==> config.mk <==
export PLATFORM = sky130hd
export DESIGN_NAME = irq_gate
export DESIGN_NICKNAME = d
export VERILOG_FILES = /design/src/rtl/irqg_pkg.sv /design/src/rtl/irqg_enable.sv /design/src/rtl/irqg_sampler.sv /design/src/rtl/irq_gate.sv
export SDC_FILE = /design/constraint.sdc
export NUM_CORES = 1
export LEC_CHECK = 0
export BUFFER_PORTS_ARGS = -buffer_cell sky130_fd_sc_hd__buf_2
export CAP_MARGIN = 15
export CORE_AREA = 5 5 42 44
export CTS_CLUSTER_DIAMETER = 50
export DETAILED_ROUTE_END_ITERATION = 8
export DIE_AREA = 0 0 47 49
export PLACE_DENSITY_LB_ADDON = 0.1
export SYNTH_ARGS = -nofsm -noshare
export SYNTH_HDL_FRONTEND = slang
export SYNTH_SLANG_ARGS = --single-unit
==> constraint.sdc <==
create_clock -name clk -period 0.9 [get_ports clk]
set_input_delay 0.18 -clock clk [delete_from_list [all_inputs] [get_ports clk]]
set_output_delay 0.18 -clock clk [all_outputs]
set_load 0.01 [all_outputs]
==> src/rtl/irqg_pkg.sv <==
package irqg_pkg;
  // Registered result of one sampling clock
  typedef struct packed {
    logic take;
    logic wake;
  } irqg_result_t;
endpackage

==> src/rtl/irqg_enable.sv <==
module irqg_enable (
  input  logic clk,
  input  logic rst,
  input  logic ei_stb,
  input  logic di_stb,
  input  logic accept_now,
  input  logic fetch_t1,
  output logic ie_q,
  output logic pend_q
);
  // pend_q: an acceptance awaits its fetch cycle
  always_ff @(posedge clk) begin
    if (rst)             pend_q <= 1'b0;
    else if (accept_now) pend_q <= 1'b1;
    else if (fetch_t1)   pend_q <= 1'b0;
  end

  // auto-clear first, then disable, then enable
  always_ff @(posedge clk) begin
    if (rst)                    ie_q <= 1'b0;
    else if (pend_q && fetch_t1) ie_q <= 1'b0;
    else if (di_stb)            ie_q <= 1'b0;
    else if (ei_stb)            ie_q <= 1'b1;
  end
endmodule

==> src/rtl/irqg_sampler.sv <==
module irqg_sampler
  import irqg_pkg::*;
(
  input  logic         clk,
  input  logic         rst,
  input  logic         instr_end,
  input  logic         halted,
  input  logic         hold_act,
  input  logic         irq_req,
  input  logic         ie_q,
  input  logic         pend_q,
  output logic         accept_now,
  output irqg_result_t res_q
);
  logic window;

  always_comb begin
    window     = instr_end | halted;
    accept_now = window & irq_req & ie_q & ~hold_act & ~pend_q;
  end

  always_ff @(posedge clk) begin
    if (rst) begin
      res_q <= '0;
    end else begin
      res_q.take <= accept_now;
      res_q.wake <= accept_now & halted;
    end
  end
endmodule

==> src/rtl/irq_gate.sv <==
module irq_gate
  import irqg_pkg::*;
(
  input  logic clk,
  input  logic rst,
  input  logic ei_stb,
  input  logic di_stb,
  input  logic instr_end,
  input  logic halted,
  input  logic hold_act,
  input  logic irq_req,
  input  logic fetch_t1,
  output logic ie_flag,
  output logic take,
  output logic wake
);
  logic         accept_now;
  logic         ie_q;
  logic         pend_q;
  irqg_result_t res_q;

  irqg_enable u_enable (
    .clk       (clk),
    .rst       (rst),
    .ei_stb    (ei_stb),
    .di_stb    (di_stb),
    .accept_now(accept_now),
    .fetch_t1  (fetch_t1),
    .ie_q      (ie_q),
    .pend_q    (pend_q)
  );

  irqg_sampler u_sampler (
    .clk       (clk),
    .rst       (rst),
    .instr_end (instr_end),
    .halted    (halted),
    .hold_act  (hold_act),
    .irq_req   (irq_req),
    .ie_q      (ie_q),
    .pend_q    (pend_q),
    .accept_now(accept_now),
    .res_q     (res_q)
  );

  assign ie_flag = ie_q;
  assign take    = res_q.take;
  assign wake    = res_q.wake;
endmodule

# Yosys cells after proc, flatten, opt, wreduce, memory -nomap -nowiden
# Cells that the tools add are included.
# W data, S select, Z words.
# totals
reg_bits,4
out_inout_bits,3
word_cells,17
# classes
mux,2
bitwise_logic,8
reduce_logical,3
# op_table
cell,n
$and A1 B1 Y1,5
$reduce_or A3 Y1,1
$mux W1,2
$not A1 Y1,2
$reduce_bool A2 Y1,1
$logic_and A1 B1 Y1,1
$or A1 B1 Y1,1

# Logic depth before layout (Yosys ltp)
# Gate-level depths: netlist of the first run.
# depth
word_depth,6
mapped_depth,2

# Hierarchy
# A second synthesis of the first run with hierarchy kept.
# unflattened
cells_unflattened,14
area_unflattened_um2,171.4
# by_module_without_submodules
mod,instances,cells_per_inst,area_per_inst_um2,seq_area_each_um2
irqg_sampler,1,7,97.6,40.0
irqg_enable,1,7,73.8,40.0

# Least setup slack after synthesis of the first run
# OpenSTA, ideal clock, no wires.
# synth_timing
path_type,reg-to-reg
start,register u_enable.ie_q
end,register u_enable.pend_q
setup_ns,0.087
arrival_ns,0.735
required_time_ns,0.813
path_slack_ns,0.078
path_stages_with_launch,3
cell_sequence,dfxtp_1 -> nand4bb_2 -> o31ai_1
# synth_via
elab_chain_len,4
word_cells_on_any_way,5
# synth_rtl
element,line,source
from (decl),irqg_enable.sv:8,"output logic ie_q,"
from (signal assigned),irqg_enable.sv:20,if (rst) ie_q <= 1'b0;
from (signal assigned),irqg_enable.sv:21,else if (pend_q && fetch_t1) ie_q <= 1'b0;
from (signal assigned),irqg_enable.sv:22,else if (di_stb) ie_q <= 1'b0;
$and A1 B1 Y1 (*) (3 in series),irqg_sampler.sv:19,accept_now = window & irq_req & ie_q & ~hold_act & ~pend_q;
$mux W1 / $reduce_bool A2 Y1 (equally long branches),--,
to (signal assigned),irqg_enable.sv:13,if (rst) pend_q <= 1'b0;
to (signal assigned),irqg_enable.sv:14,else if (accept_now) pend_q <= 1'b1;
to (signal assigned),irqg_enable.sv:15,else if (fetch_t1) pend_q <= 1'b0;
to (decl),irqg_enable.sv:9,output logic pend_q
# Every way passes the cells marked *; elsewhere a longest branch is shown, timed or not.
# A chain may end at the register's enable or synchronous reset.

# Worst setup path after layout of the first run
# layout_timing
start,register u_enable.ie_q
end,output port ie_flag
# layout_lines
element,line,source
to (decl),irq_gate.sv:13,"output logic ie_flag,"
# No word-level cell between the ends.

==> results of run 1 <==
-- registers in the layout, summed over array words and instances (netlist names) --
| register | flops |
|---|---|
| u_enable.ie_q | 1 |
| u_enable.pend_q | 1 |
| u_sampler.res_q | 2 |
-- logic make-up after synthesis --
group / share of synthesized area [%]
compound gates: 11.51
flops: 56.64
simple gates: 31.86
-- worst register-to-register path, delay by kind of cell, from the launching register on --
family | cells | cell delay [ns]
DFF | 1 | 0.31
AOI/OAI and AO/OA | 1 | 0.27
and+or+nand+nor | 1 | 0.21
-- area by class of cell --
class	count	area, µm²
fill	168	1136
sequential	4	83.83
multi-input combinational	8	77.57
timing repair buffer	11	61.31
clock buffer	3	22.52
tap	16	20.02
-- stage by stage --
stage	power [mW]	setup TNS, ns
2_1_floorplan	0.1959	0
4_1_cts	0.4609	0
3_3_place_gp	0.2209	-0.006067
5_1_grt	0.5005	-0.06427
3_5_place_dp	0.2204	0
6_report	0.4501	0
-- layout by cell type (no fill, tap or decap) --
cell        n
o31ai_2     1
nand4bb_4   1
dfxtp_1     3
buf_2      10
or3b_1      1
a2111oi_0   1
nor3_1      1
buf_6       1
nor3b_1     1
nor2_1      2
dfxtp_4     1
clkbuf_4    3
-- metal layers --
metal	global-route usage, %	share of wire [%]	up-vias
li1	-	-	75
met1	4.846	36	68
met2	4.977	47	9
met3	7.749	16	2
met4	2.765	1.1	0
met5	0	0	-
-- power breakdown --
| group | leakage (nW) | total (mW) | switching [mW] | internal, mW |
|---|---|---|---|---|
| clock | 0.0138 | 0.226 | 0.0768 | 0.149 |
| combinational | 0.0627 | 0.0400 | 0.0163 | 0.0237 |
| sequential | 0.0331 | 0.184 | 0.00353 | 0.180 |
| total | 0.110 | 0.450 | 0.0967 | 0.353 |
-- repair_timing --
item                                    4_1_cts  5_1_grt
endpoints found under the setup margin        1        2
hold buffers                                  0        0
cloned                                        0        0
pin swaps                                     0        1
gates resized for setup                       1        4
-- worst max-delay path by stage --
stage / from / end / slack [ns] / cells past startpoint
6_report: u_enable.ie_q / ie_flag / 0.02 / 1
3_3_place_gp: hold_act / u_enable.pend_q / -0.006 / 3
4_1_cts: u_enable.pend_q / u_enable.pend_q / 0.001 / 2
2_1_floorplan: u_enable.ie_q / u_enable.pend_q / 0.08 / 2
3_5_place_dp: u_enable.pend_q / u_enable.pend_q / 0.009 / 2
5_1_grt: u_enable.pend_q / u_enable.pend_q / -0.05 / 2
==> qor.csv, run 1 <==
stage,metric,value,unit
worst_setup_path,reg2reg_depth,2,
routing,wl,474,µm
worst_setup_path,cp_max_fo,3,
sta,hold_viol_final,0,
routing,drtAntennaViolNets,0,
cts,cts.htree.levels,1,
cts,cts_buffers,3,
yosys,synth_seq_cells,4,
worst_setup_path,crit_path_max_incr_delay,0.35,ns
cts,cts_buffer_depth,2,
floorplanning,rows,14,
sta,maxSlewViolCount,0,
routing,initialDrtViolationCount,4,
sta,fin_hold_ws,0.1097,ns
sta,setup_violations,0,
floorplanning,core-area,1401,µm²
worst_setup_path,reg2reg_to,u_enable.pend_q,
sta,rsz0062_at_grt,yes,
placed_design,io_buffers,11,
yosys,syn_nets,21,
sta,min_period,0.8827,ns
power_and_ir_drop,ir_worst_vdd,0.6238,mV
finish,antennaDiodeCount,0,
placed_design,dp_slack,0.009039,ns
sta,max_freq,1133,MHz
worst_setup_path,critPathArrivalTime,0.70,ns
yosys,mappedNetlistArea,141.4,µm²
finish,drive_above_1_share,65.38,%
grt,grt_usage,5.004,%
yosys,yosysTopAreaCell,dfxtp_1,
routing,wl_per_cell,11.29,µm
outcome,status,completed,
placed_design,numPlacedInstances,39,
yosys,synthArstFlopShare,0,%
floorplanning,die_height,49,µm
yosys,ys.flop_type,dfxtp_1,
worst_setup_path,startpoint_type,flop,
finish,post-route-util,18.93,%
placed_design,gp_congestion,0.6417,
finish,area_growth,87.61,%
floorplanning,ios,12,
sta,finalCritPeriodShare,98.08,%
floorplanning,die_w,47,µm
yosys,yosys.area.top_type_share,56.64,%
worst_setup_path,required,0.72,ns
floorplanning,initial_core_util,10.09,%
worst_hold_path,worstHoldPathCells,2,
worst_hold_path,holdPathEnd,u_enable.ie_q,
power_and_ir_drop,cellLeakagePower,0.1096,nW
worst_setup_path,slowest_stage,dfxtp_4,
routing,viasPerCell,3.667,
sta,layout_setup_ws,0.01727,ns
power_and_ir_drop,power.density,1697,nW/µm²
yosys,avgSynthCellArea,11.78,µm²
yosys,yosys.cell_types.count,8,
sta,fin_worst_skew,0.002355,ns
worst_setup_path,path_class,flop to output port,
cts,clk_pin_slew,0.04,ns
routing,first_pass_iters,2,
cts,cts_root_buf,clkbuf_4,
grt,grt_pass1_wl,703,µm
yosys,ys_seq_area_share,56.64,%
finish,fin_area,265.3,µm²
worst_hold_path,min_path_type,input pin to flop,
worst_setup_path,worstReg2RegStart,u_enable.pend_q,
yosys,synth-edff-count,0,
yosys,ys_warn_count,0,
sta,worst_pin_slew,0.3129,ns
floorplanning,die_area,2303,µm²
worst_setup_path,rrSetupSlack,0.03,ns
sta,relSlewSlack,78.60,%
yosys,netlist_top_cells_count,"dfxtp_1 (4), nor2_1 (2)",
finish,fin_cells,42,
worst_hold_path,hold_start,di_stb,
grt,antenna_found_initial,0,
routing,vias,154,
yosys,synthCells,12,
cts,post-cts-setup-buffers,0,
worst_setup_path,end_kind,output port,
cts,tritoncts,built,
placed_design,place_area,216.5,µm²
finish,nets,37,
yosys,synth_area_leaders,"dfxtp_1 (57%), nand4bb_2 (12%), a2111oi_0 (6.2%)",
grt,grt_pass1_vias,151,
routing,drc,0,
grt,grt_max_degree,6,
flow_run,cap_violations,0,
grt,overflow,0,
cts,clock_latency,0.24,ns
worst_setup_path,worstPathCellList,buf_6,
cts,cts.sinks,4,
yosys,post-synth-top-count-cell,dfxtp_1,
worst_setup_path,worst-path-buf-inv,1,
worst_setup_path,crit_family,flip-flops,
Power figures use the tool's default switching activity.
==> run 2, diff against run 1 <==
- ABC_AREA: default -> 0
- SLEW_MARGIN: default -> 30
- clock period: 0.9 -> 0.8 ns (I/O delays scaled with it)
==> run 2 against run 1 <==
The flow now finishes with violations (setup timing); critical path depth unchanged; clock skew shrank 0.0020 ns; total power is 14% higher; sequential share of layout area shrank 2.9 points; worst hold slack worse by 0.016 ns; global-route usage is 0.42 points lower; final cell count rose by 2.4%; highest routed layer is now met3.
==> qor.csv, run 2 (synthesized netlist as in run 1, its figures left out) <==
stage,metric,value,unit
outcome,status,"finished, violations left",
outcome,violations,setup timing,
worst_setup_path,cp_max_fo,3,
cts,cts.sinks,4,
placed_design,gp_congestion,0.6649,
power_and_ir_drop,p_int,403.3,µW
grt,grt_max_degree,4,
grt,overflow,0,
worst_setup_path,crit_path_max_incr_delay,0.35,ns
grt,grt_pass1_vias,177,
sta,hold_viol_final,0,
sta,setup_violations,4,
power_and_ir_drop,comb_power_share,10.7,%
flow_run,cap_violations,0,
sta,finalCritPeriodShare,107.5,%
finish,fillCellCount,156,
finish,top_regs,"u_sampler.res_q: 2 flops, u_enable.ie_q: 1 flops, u_enable.pend_q: 1 flops",
routing,drtAntennaViolNets,0,
finish,drive_above_1_share,88.89,%
worst_setup_path,end_kind,output port,
sta,fin_worst_skew,0.0003427,ns
grt,grt_usage,4.581,%
sta,relSlewSlack,83.49,%
power_and_ir_drop,clockPowerShare,49.0,%
routing,initialDrtViolationCount,1,
cts,clock_latency,0.23,ns
routing,viasPerCell,3.442,
worst_setup_path,worstPathCellList,buf_6,
routing,wl_per_cell,10.05,µm
sta,layout_setup_ws,-0.06040,ns
worst_setup_path,startpoint_type,flop,
floorplanning,die_area,2303,µm²
power_and_ir_drop,power_switching,111.1,µW
power_and_ir_drop,power.density,1713,nW/µm²
routing,wl,432,µm
finish,most-common-layout-cells,"buf_2 (9), clkbuf_4 (3), nor2_1 (2), buf_6 (2), dfxtp_2 (2)",
worst_setup_path,worst-path-buf-inv,1,
worst_setup_path,rrSetupSlack,-0.06,ns
finish,nets,38,
placed_design,dp_slack,-0.05243,ns
worst_setup_path,worstReg2RegStart,u_enable.pend_q,
worst_setup_path,slowest_stage,dfxtp_4,
worst_hold_path,min_path_type,input pin to flop,
worst_setup_path,crit_start,u_enable.ie_q,
floorplanning,die_height,49,µm
grt,antenna_found_initial,0,
finish,mostFrequentLayoutCell,buf_2,
floorplanning,core-area,1401,µm²
placed_design,io_buffers,11,
finish,area_growth,112.4,%
worst_hold_path,worstHoldPathCells,2,
floorplanning,ios,12,
cts,cts.htree.levels,1,
power_and_ir_drop,pwr-share-seq,40.3,%
finish,antennaDiodeCount,0,
power_and_ir_drop,netSwitchingFraction,21.60,%
finish,largest_register_ffs,2,
cts,cts_buffer_depth,2,
sta,min_period,0.8604,ns
power_and_ir_drop,ir_worst_vdd,0.3045,mV
power_and_ir_drop,cellLeakagePower,0.1207,nW
worst_setup_path,path_class,flop to output port,
floorplanning,die_w,47,µm
cts,cts_root_buf,clkbuf_4,
worst_setup_path,critPathArrivalTime,0.70,ns
worst_setup_path,crit_family,flip-flops,
cts,clk_pin_slew,0.04,ns
routing,first_pass_iters,2,
worst_setup_path,cp_num_cells,1,
finish,top_register,u_sampler.res_q,
worst_setup_path,required,0.64,ns
cts,tritoncts,built,
sta,rsz0062_at_grt,yes,
worst_hold_path,hold_start,di_stb,
placed_design,place_area,236.5,µm²
sta,max_freq,1162,MHz
routing,drc,0,
sta,worst_pin_slew,0.2472,ns
floorplanning,initial_core_util,10.09,%
worst_setup_path,reg2reg_depth,2,
sta,maxSlewViolCount,0,
grt,grt_pass1_wl,683,µm
floorplanning,rows,14,
routing,vias,148,
finish,fin_area,300.3,µm²
cts,cts_buffers,3,
run 2: path summary, 6_finish.rpt:
path,to
setup / recovery,ie_flag
setup reg to reg,u_enable.pend_q
hold / removal,u_enable.ie_q
hold reg to reg,u_enable.ie_q
run 2: metal layers:
| layer | GRT usage, % | vias to the layer above | share of wire [%] |
|---|---|---|---|
| li1 | - | 76 | - |
| met1 | 4.626 | 64 | 39 |
| met2 | 4.751 | 8 | 44 |
| met3 | 4.059 | 0 | 16 |
| met4 | 5.530 | 0 | 0 |
| met5 | 0 | - | 0 |
run 2: final cells by class:
| type | count | area (µm²) | share of cell area (%) |
|---|---|---|---|
| Tap cell | 16 | 20.02 | 6.667 |
| Clock buffer | 3 | 22.52 | 7.500 |
| Timing Repair Buffer | 12 | 75.07 | 25.00 |
| Sequential cell | 4 | 86.33 | 28.75 |
| Multi-Input combinational cell | 8 | 96.34 | 32.08 |
run 2: timing repair:
action                     CTS  global route
hold endpoints to repair     0             0
buffers inserted             0             0
hold buffers                 0             0
gates resized for setup      5             6
setup endpoints to repair    5             6
pin swaps                    1             1
run 2: power groups by stage:
stage	Combinational [mW]	Sequential, mW	Clock, mW
2_1_floorplan	0.0108	0.213	0
3_3_place_gp	0.0445	0.212	0
3_5_place_dp	0.0445	0.212	0
4_1_cts	0.0511	0.207	0.268
5_1_grt	0.0599	0.207	0.289
6_report	0.0550	0.207	0.252
run 2: metrics by stage:
stage	TNS, ns	power [mW]	utilization, %	hold slack, ns	std cells
2_1_floorplan	0	0.2239	-	0.2358	12
3_3_place_gp	-0.05347	0.2560	16.88	0.3299	40
3_5_place_dp	-0.06984	0.2564	16.88	0.3387	40
4_1_cts	-0.1922	0.5265	19.64	0.08378	43
5_1_grt	-0.2671	0.5558	21.43	0.08893	43
6_report	-0.1353	0.5144	21.43	0.09382	43
==> run 3, diff against run 2 <==
- CORE_AREA: 5 5 42 44 -> 2 2 39 41
- DIE_AREA: 0 0 47 49 -> 0 0 41 43
==> run 3 against run 2 <==
The run still ends with setup timing left; critical path depth increased by 1; via count is 4.1% higher; register-to-register slack hardly changed; die area is 23% lower; fmax shrank 1.2%; clock skew barely moved; clock power about the same; non-clock buffer count is the same; first-iteration DRC count decreased by 100%; critical path type is now flop to flop; count of clock-buffer cells in the layout stayed put.
==> qor.csv, run 3 (synthesized netlist as in run 1, its figures left out) <==
stage,metric,value,unit
sta,max_freq,1148,MHz
cts,cts.sinks,4,
finish,post-route-util,21.79,%
finish,fin_area,301.5,µm²
cts,clk_pin_slew,0.04,ns
power_and_ir_drop,ir_worst_vdd,0.5012,mV
finish,drive_above_1_share,85.19,%
finish,nets,38,
worst_setup_path,path_class,flop to flop,
worst_setup_path,crit_start,u_enable.pend_q,
finish,largest_register_ffs,2,
grt,antenna_found_initial,0,
placed_design,place_area,236.5,µm²
routing,wl,408,µm
worst_setup_path,reg2reg_depth,2,
placed_design,gp_congestion,0.7008,
placed_design,io_buffers,11,
sta,layout_setup_ws,-0.07096,ns
cts,cts_buffer_depth,2,
power_and_ir_drop,comb_power_share,11.2,%
worst_setup_path,worstReg2RegStart,u_enable.pend_q,
power_and_ir_drop,finalPower,515.9,µW
finish,antennaDiodeCount,0,
power_and_ir_drop,power_switching,112.5,µW
grt,grt_pass1_wl,724,µm
worst_setup_path,crit_path_max_incr_delay,0.39,ns
worst_setup_path,critPathArrivalTime,1.02,ns
worst_setup_path,rrSetupSlack,-0.07,ns
routing,drtAntennaViolNets,0,
sta,hold_viol_final,0,
power_and_ir_drop,pwr-share-seq,40.1,%
cts,cts.hold.buffers_added,0,
floorplanning,rows,14,
routing,vias,154,
sta,worst_pin_slew,0.2942,ns
sta,rsz0062_at_grt,yes,
worst_setup_path,worstPathCellList,or3b_4 -> o31ai_4,
cts,cts.htree.levels,1,
finish,most-common-layout-cells,"buf_2 (10), clkbuf_4 (3), nor2_1 (2), dfxtp_1 (2)",
sta,setup_violations,5,
floorplanning,ios,12,
placed_design,dp_slack,-0.05181,ns
floorplanning,initial_core_util,10.22,%
routing,drc,0,
cts,cts_buffers,3,
sta,maxSlewViolCount,0,
worst_setup_path,cp-endpoint,u_enable.pend_q,
grt,overflow,0,
worst_setup_path,end_kind,flop,
floorplanning,die_area,1763,µm²
flow_run,cap_violations,0,
power_and_ir_drop,cellLeakagePower,0.1204,nW
routing,viasPerCell,3.581,
finish,top_register,u_sampler.res_q,
floorplanning,die_w,41,µm
grt,grt_usage,6.727,%
cts,cts_root_buf,clkbuf_4,
floorplanning,core-area,1384,µm²
grt,grt_max_degree,4,
routing,wl_per_cell,9.488,µm
sta,finalCritPeriodShare,108.9,%
finish,top_regs,"u_sampler.res_q: 2 flops, u_enable.ie_q: 1 flops, u_enable.pend_q: 1 flops",
sta,fin_worst_skew,0.0008192,ns
worst_hold_path,hold_start,di_stb,
worst_setup_path,reg2reg_to,u_enable.pend_q,
sta,relSlewSlack,80.32,%
outcome,status,"finished, violations left",
worst_setup_path,cp_max_fo,3,
routing,initialDrtViolationCount,0,
power_and_ir_drop,power.density,1711,nW/µm²
finish,mostFrequentLayoutCell,buf_2,
power_and_ir_drop,clockPowerShare,48.7,%
outcome,violations,setup timing,
finish,area_growth,113.3,%
worst_hold_path,min_path_type,input pin to flop,
power_and_ir_drop,netSwitchingFraction,21.81,%
cts,tritoncts,built,
cts,post-cts-setup-buffers,0,
power_and_ir_drop,p_int,403.4,µW
cts,clock_latency,0.23,ns
worst_setup_path,required,0.95,ns
worst_setup_path,slowest_stage,or3b_4,
grt,grt_pass1_vias,176,
worst_setup_path,startpoint_type,flop,
routing,first_pass_iters,1,
floorplanning,die_height,43,µm
sta,min_period,0.8710,ns
## run 3: cell counts in the layout (fill, tap and decap cells not counted)
No cell type changed its count.
## run 3: what timing repair did
action	in CTS	in global routing
hold endpoints to repair	0	0
pin swaps	1	2
setup endpoints to repair	6	7
gates resized for setup	7	3
## run 3: critical path: cells and delay by family (launching register included)
kind               cells  cell delay (ns)
AOI/OAI and AO/OA      1             0.06
and+or+nand+nor        1             0.39
DFF                    1             0.33
## run 3: final cells by class
class,count,area [µm²]
fillers,158,1082
multi-input cells,8,105.1
flip-flops and latches,4,85.08
repair buffers,12,68.82
clock buffers,3,22.52
well taps,16,20.02
## run 3: per-layer routing
metal,vias to the layer above,share of wire [%],track usage (%)
li1,76,-,-
met1,72,31,5.788
met2,6,56,9.688
met3,0,12,7.853
met4,0,0,2.000
met5,-,0,0
## run 3: power by group through the flow
stage | combinational (mW) | clock (mW) | sequential (mW)
5_1_grt | 0.0645 | 0.281 | 0.208
6_report | 0.0576 | 0.251 | 0.207
2_1_floorplan | 0.0108 | 0 | 0.213
4_1_cts | 0.0551 | 0.271 | 0.209
3_3_place_gp | 0.0457 | 0 | 0.212
3_5_place_dp | 0.0450 | 0 | 0.211
## run 3: how the worst min path moves through the flow
stage,endpoint,slack [ns],cells past startpoint
detailed placement,u_enable.ie_q,0.34,2
global route,u_enable.ie_q,0.10,2
global placement,u_enable.ie_q,0.35,2
floorplan,u_sampler.res_q[0],0.24,1
finish,u_enable.ie_q,0.09,2
CTS,u_enable.ie_q,0.08,2
## run 3: stage by stage
| stage | cells | setup TNS (ns) | hold WS, ns |
|---|---|---|---|
| final | 43 | -0.1528 | 0.09454 |
| after global placement | 40 | -0.09733 | 0.3457 |
| after CTS | 43 | -0.1856 | 0.07963 |
| after global routing | 43 | -0.3585 | 0.1004 |
| after floorplan | 12 | 0 | 0.2358 |
| after detailed placement | 40 | -0.06572 | 0.3357 |
